===== src/rtl/rom_id_crc8.sv =====
module rom_id_crc8 #(
  parameter int ID_BITS = 56,
  parameter int CRC_W = 8,
  parameter logic [CRC_W-1:0] POLY_REFL = 8'h8C,
  localparam int TOTAL = ID_BITS + CRC_W,
  localparam int CNT_W = $clog2(TOTAL + 1)
) (
  input  logic             clk,
  input  logic             rst,
  input  logic             clr,
  input  logic             bit_vld,
  input  logic             bit_in,
  output logic [CRC_W-1:0] crc_q,
  output logic [CNT_W-1:0] bit_cnt,
  output logic             done,
  output logic             code_ok,
  output logic             tx_phase,
  output logic             tx_bit
);

  localparam logic [CNT_W-1:0] LAST_C = CNT_W'(TOTAL - 1);
  localparam logic [CNT_W-1:0] FULL_C = CNT_W'(TOTAL);
  localparam logic [CNT_W-1:0] ID_C   = CNT_W'(ID_BITS);

  logic             fb;
  logic             take;
  logic [CRC_W-1:0] crc_nx;

  assign fb     = crc_q[0] ^ bit_in;
  assign crc_nx = (crc_q >> 1) ^ (fb ? POLY_REFL : '0);
  assign take   = bit_vld && (bit_cnt != FULL_C);

  assign tx_phase = (bit_cnt >= ID_C) && (bit_cnt != FULL_C);
  assign tx_bit   = crc_q[0];

  always_ff @(posedge clk) begin
    if (rst || clr) begin
      crc_q   <= '0;
      bit_cnt <= '0;
      done    <= 1'b0;
      code_ok <= 1'b0;
    end else begin
      done <= take && (bit_cnt == LAST_C);
      if (take) begin
        crc_q   <= crc_nx;
        bit_cnt <= bit_cnt + 1'b1;
        if (bit_cnt == LAST_C) code_ok <= (crc_nx == '0);
      end
    end
  end

  AST_CLR_ZERO: assert property (@(posedge clk) disable iff (rst)
    clr |=> (crc_q == '0) && (bit_cnt == '0) && !done && !code_ok);
  AST_CNT_MAX: assert property (@(posedge clk) disable iff (rst)
    bit_cnt <= FULL_C);
  AST_IDLE_HOLD: assert property (@(posedge clk) disable iff (rst)
    (!bit_vld && !clr) |=> ($stable(crc_q) && $stable(bit_cnt)));
  AST_DONE_PULSE: assert property (@(posedge clk) disable iff (rst)
    done |=> !done);
  AST_DONE_FULL: assert property (@(posedge clk) disable iff (rst)
    done |-> (bit_cnt == FULL_C));
  AST_OK_ZERO: assert property (@(posedge clk) disable iff (rst)
    (done && code_ok) |-> (crc_q == '0));
  AST_TX_SHIFT: assert property (@(posedge clk) disable iff (rst)
    (tx_phase && bit_vld && (bit_in == tx_bit) && !clr) |=> (crc_q == ($past(crc_q) >> 1)));

endmodule


===== config.mk =====
export PLATFORM = sky130hd
export DESIGN_NAME = rom_id_crc8
export DESIGN_NICKNAME = d
export VERILOG_FILES = /design/src/rtl/rom_id_crc8.sv
export SDC_FILE = /design/constraint.sdc
export NUM_CORES = 1
export LEC_CHECK = 0
export ABC_CLOCK_PERIOD_IN_PS = 3500
export BUFFER_PORTS_ARGS = -buffer_cell sky130_fd_sc_hd__buf_4
export CAP_MARGIN = 5
export CORE_ASPECT_RATIO = 0.7
export CORE_MARGIN = 8
export CORE_UTILIZATION = 42
export CTS_CLUSTER_SIZE = 14
export DETAILED_ROUTE_END_ITERATION = 8
export PLACE_DENSITY = 0.66
export SKIP_CTS_REPAIR_TIMING = 1
export SLEW_MARGIN = 20
export SYNTH_ARGS = -nofsm -noshare
export SYNTH_HDL_FRONTEND = slang
export SYNTH_SLANG_ARGS = --single-unit

===== constraint.sdc =====
create_clock -name clk -period 3.5 [get_ports clk]
set_input_delay 0.7 -clock clk [delete_from_list [all_inputs] [get_ports clk]]
set_output_delay 0.7 -clock clk [all_outputs]
set_load 0.01 [all_outputs]

==> impl_metrics.yaml <==
outcome:
  status: "completed"
power:
  finalPower_uw: 335
  p_sw_share_pct: 24.6
  peakVddDrop_v: 0.000288
  combPwrFrac_pct: 9.3
  intPower_uw: 253
  p_sw_uw: 82.6
  clkPwrFrac_pct: 31.7
  sequentialPowerShare_pct: 59.0
  power_density_nw_per_um2: 325
  leakage_nw: 0.433
clock_tree:
  clock_latency_ns: 0.29
  clk_transition_reported_paths_ns: 0.09
  htree_levels: 1
  ctsLongestPathBuffers: 2
  clockRootBuffer: "clkbuf_4"
  cts_sinks: 17
  cts_tree: "built"
  numCtsBuffers: 3
floorplan:
  die_area_sq_um: 3860
  core-area_sq_um: 2070
  start_util_pct: 42.9
  fp.dieH_um: 54.4
  ioPinCount: 24
  core.rowCount: 14
  fp.dieW_um: 70.9
timing:
  setup_violations: 0
  relSlewSlack_pct: 44.6
  clock.fmax_mhz: 390
  drv_slew: 0
  worstMarginPinSlew_ns: 0.828
  rsz0062_at_grt: "no"
  hold_viol: 0
  timing.final.crit_share_pct: 73.3
  fin_setup_tns_ns: 0
  setup_ws_ns: 0.933
  finalCriticalPeriod_ns: 2.57
  clock_skew_ns: 0.000493
route:
  vias: 774
  via_per_inst: 5.61
  met3_length_um: 117
  drtAntennaViolNets: 0
  drtIter0Drc: 9
  wl_per_cell_um: 14.8
  drc: 0
  dr.max_layer_used: "met4"
  routed_wl_mm: 2.04
  wl_met1_mm: 1.00
  met2_length_um: 900
  firstDrtPassIters: 4
global_route:
  grt_max_degree: 14
  grt_pass1_vias: 751
  grt_pass1_wl_mm: 3.34
  track_usage_pct: 11.1
  overflow: 0
  antenna_found_initial: 0
setup_path:
  start_kind: "register"
  path_cells: "inv_1 > ha_1 > or4b_1 > nor2_1 > a21oi_1 > buf_4"
  cp_slowest_cell: "or4b_1"
  crit_fanout: 5
  cp_data_arrival_time_ns: 1.87
  critical_path.top_delay_family: "simple AND/OR/NAND/NOR gates"
  required_ns: 2.80
  crit_path_max_incr_delay_ns: 0.51
  path_buf_inv: 2
  endpoint_kind: "output pin"
  crit_type: "register to output pin"
synthesis:
  syn-cell-area_sq_um: 886
  synth_seq_cells: 17
  syn_inst: 96
  ys_warn_count: 0
  syn_area_per_cell_sq_um: 9.23
  yosysSeqAreaShare_pct: 38.4
  ys_types: 35
  synth_nets: 103
cells_and_area:
  multi_input_area_sq_um: 443
  layout-drive-gt1-share_pct: 25.4
  seq_area_sq_um: 340
  antennaDiodeCount: 0
  synthToLayoutAreaGrowth_pct: 16.4
  fillers: 209
  final_nets: 122
place:
  dp_hpwl_mm: 1.61
  pre_cts_ws_ns: 1.25
  port_buffers: 23
  place_congestion: 0.853
run:
  drv_cap: 0
worst_hold_path:
  min_path_type: "register to register"
==> final cells by class <==
type / count / area share [%]
multi-input cells: 65 / 43.0
repair buffers: 23 / 16.7
inverters: 5 / 1.82
clock buffers: 4 / 2.55
well taps: 24 / 2.91
flip-flops and latches: 17 / 33.0
==> registers in the layout, summed over array words and instances (netlist names) <==
| signal | flops |
|---|---|
| crc_q | 8 |
| code_ok | 1 |
| bit_cnt | 7 |
| done | 1 |
==> tightest hold or removal path, cell delays in order, from the launching register on <==
cell      delay, ns
dfxtp_1        0.32
o311ai_0       0.08
o31ai_1        0.07
==> cell families (layout without fill, tap and decap cells) <==
kind of cell	Yosys count	count (layout)	synth area share (%)
xor gates and xnor gates	5	5	4.94
adders and majority gates	2	2	2.82
muxes	6	6	6.78
buffers and inverters	14	32	11.6
and+or+nand+nor	33	33	20.3
DFF	17	17	38.4
AOI/OAI and AO/OA	19	19	15.1
==> cell usage after synthesis (all sizes together) <==
master   instances  area [sq um]
dfxtp           17           340
nand2           12          45.0
buf              7          56.3
mux2i            6          60.1
inv              5          18.8
a21oi            4          20.0
nor2             4          15.0
o21ai            4          23.8
nor4b            3          26.3
xor2             3          26.3
clkbuf           2          27.5
ha               2          25.0
nand3            2          10.0
nand4            2          12.5
o31ai            2          15.0
o41ai            2          17.5
or3              2          12.5
xnor2            2          17.5
a2111oi          1          8.76
a31o             1          8.76
a31oi            1          6.26
a41oi            1          8.76
nand2b           1          6.26
nor2b            1          6.26
nor3             1          5.00
nor3b            1          7.51
nor4             1          6.26
o2111ai          1          8.76
o211ai           1          7.51
o311ai           1          8.76
or2              1          6.26
or4              1          11.3
or4b             1          10.0
==> per-layer routing <==
metal	global-route usage, %	up-vias
li1	-	381
met1	12.6	371
met2	18.7	17
met3	5.12	5
met4	3.77	0
met5	0	-
==> cell usage in the layout, fill, tap and decap left out, types with 2 or more instances in the layout <==
master    synthesis  final
buf_4             6     23
dfxtp_1          17     17
nand2_1          12     12
mux2i_1           6      6
inv_1             5      5
nor2_1            4      4
a21oi_1           4      4
nor4b_1           3      3
xor2_1            3      3
o21ai_0           3      3
clkbuf_4          0      3
nand3_1           2      2
xnor2_1           2      2
o41ai_1           2      2
nand4_1           2      2
or3_1             2      2
o31ai_1           2      2
ha_1              2      2
==> through the flow <==
step                      cell area (sq um)  util (%)  hold slack [ns]  cells
after floorplan                         886         -            0.466     96
after CTS                              1030      49.9            0.511    138
after global placement                 1000      48.6            0.488    134
after global routing                   1030      49.9            0.545    138
final                                  1030      49.9            0.503    138
after detailed placement               1000      48.6            0.497    134
==> power by group through the flow <==
| stage | clock [mW] | combinational, mW | sequential [mW] |
|---|---|---|---|
| CTS | 0.110 | 0.0313 | 0.198 |
| floorplan | 0 | 0.0230 | 0.202 |
| finish | 0.106 | 0.0310 | 0.198 |
| detailed placement | 0 | 0.0311 | 0.203 |
| global placement | 0 | 0.0307 | 0.202 |
| global route | 0.119 | 0.0340 | 0.199 |
==> worst paths after layout <==
kind	from	endpoint	slack (ns)	cells past startpoint
hold reg to reg	code_ok$_SDFFE_PP0P_	code_ok$_SDFFE_PP0P_	0.50	2
hold / removal	code_ok$_SDFFE_PP0P_	code_ok$_SDFFE_PP0P_	0.50	2
setup reg to reg	bit_cnt[0]$_SDFFE_PP0P_	bit_cnt[1]$_SDFFE_PP0P_	1.61	5
setup / recovery	bit_cnt[0]$_SDFFE_PP0P_	tx_phase	0.93	6
Power figures use the tool's default switching activity.
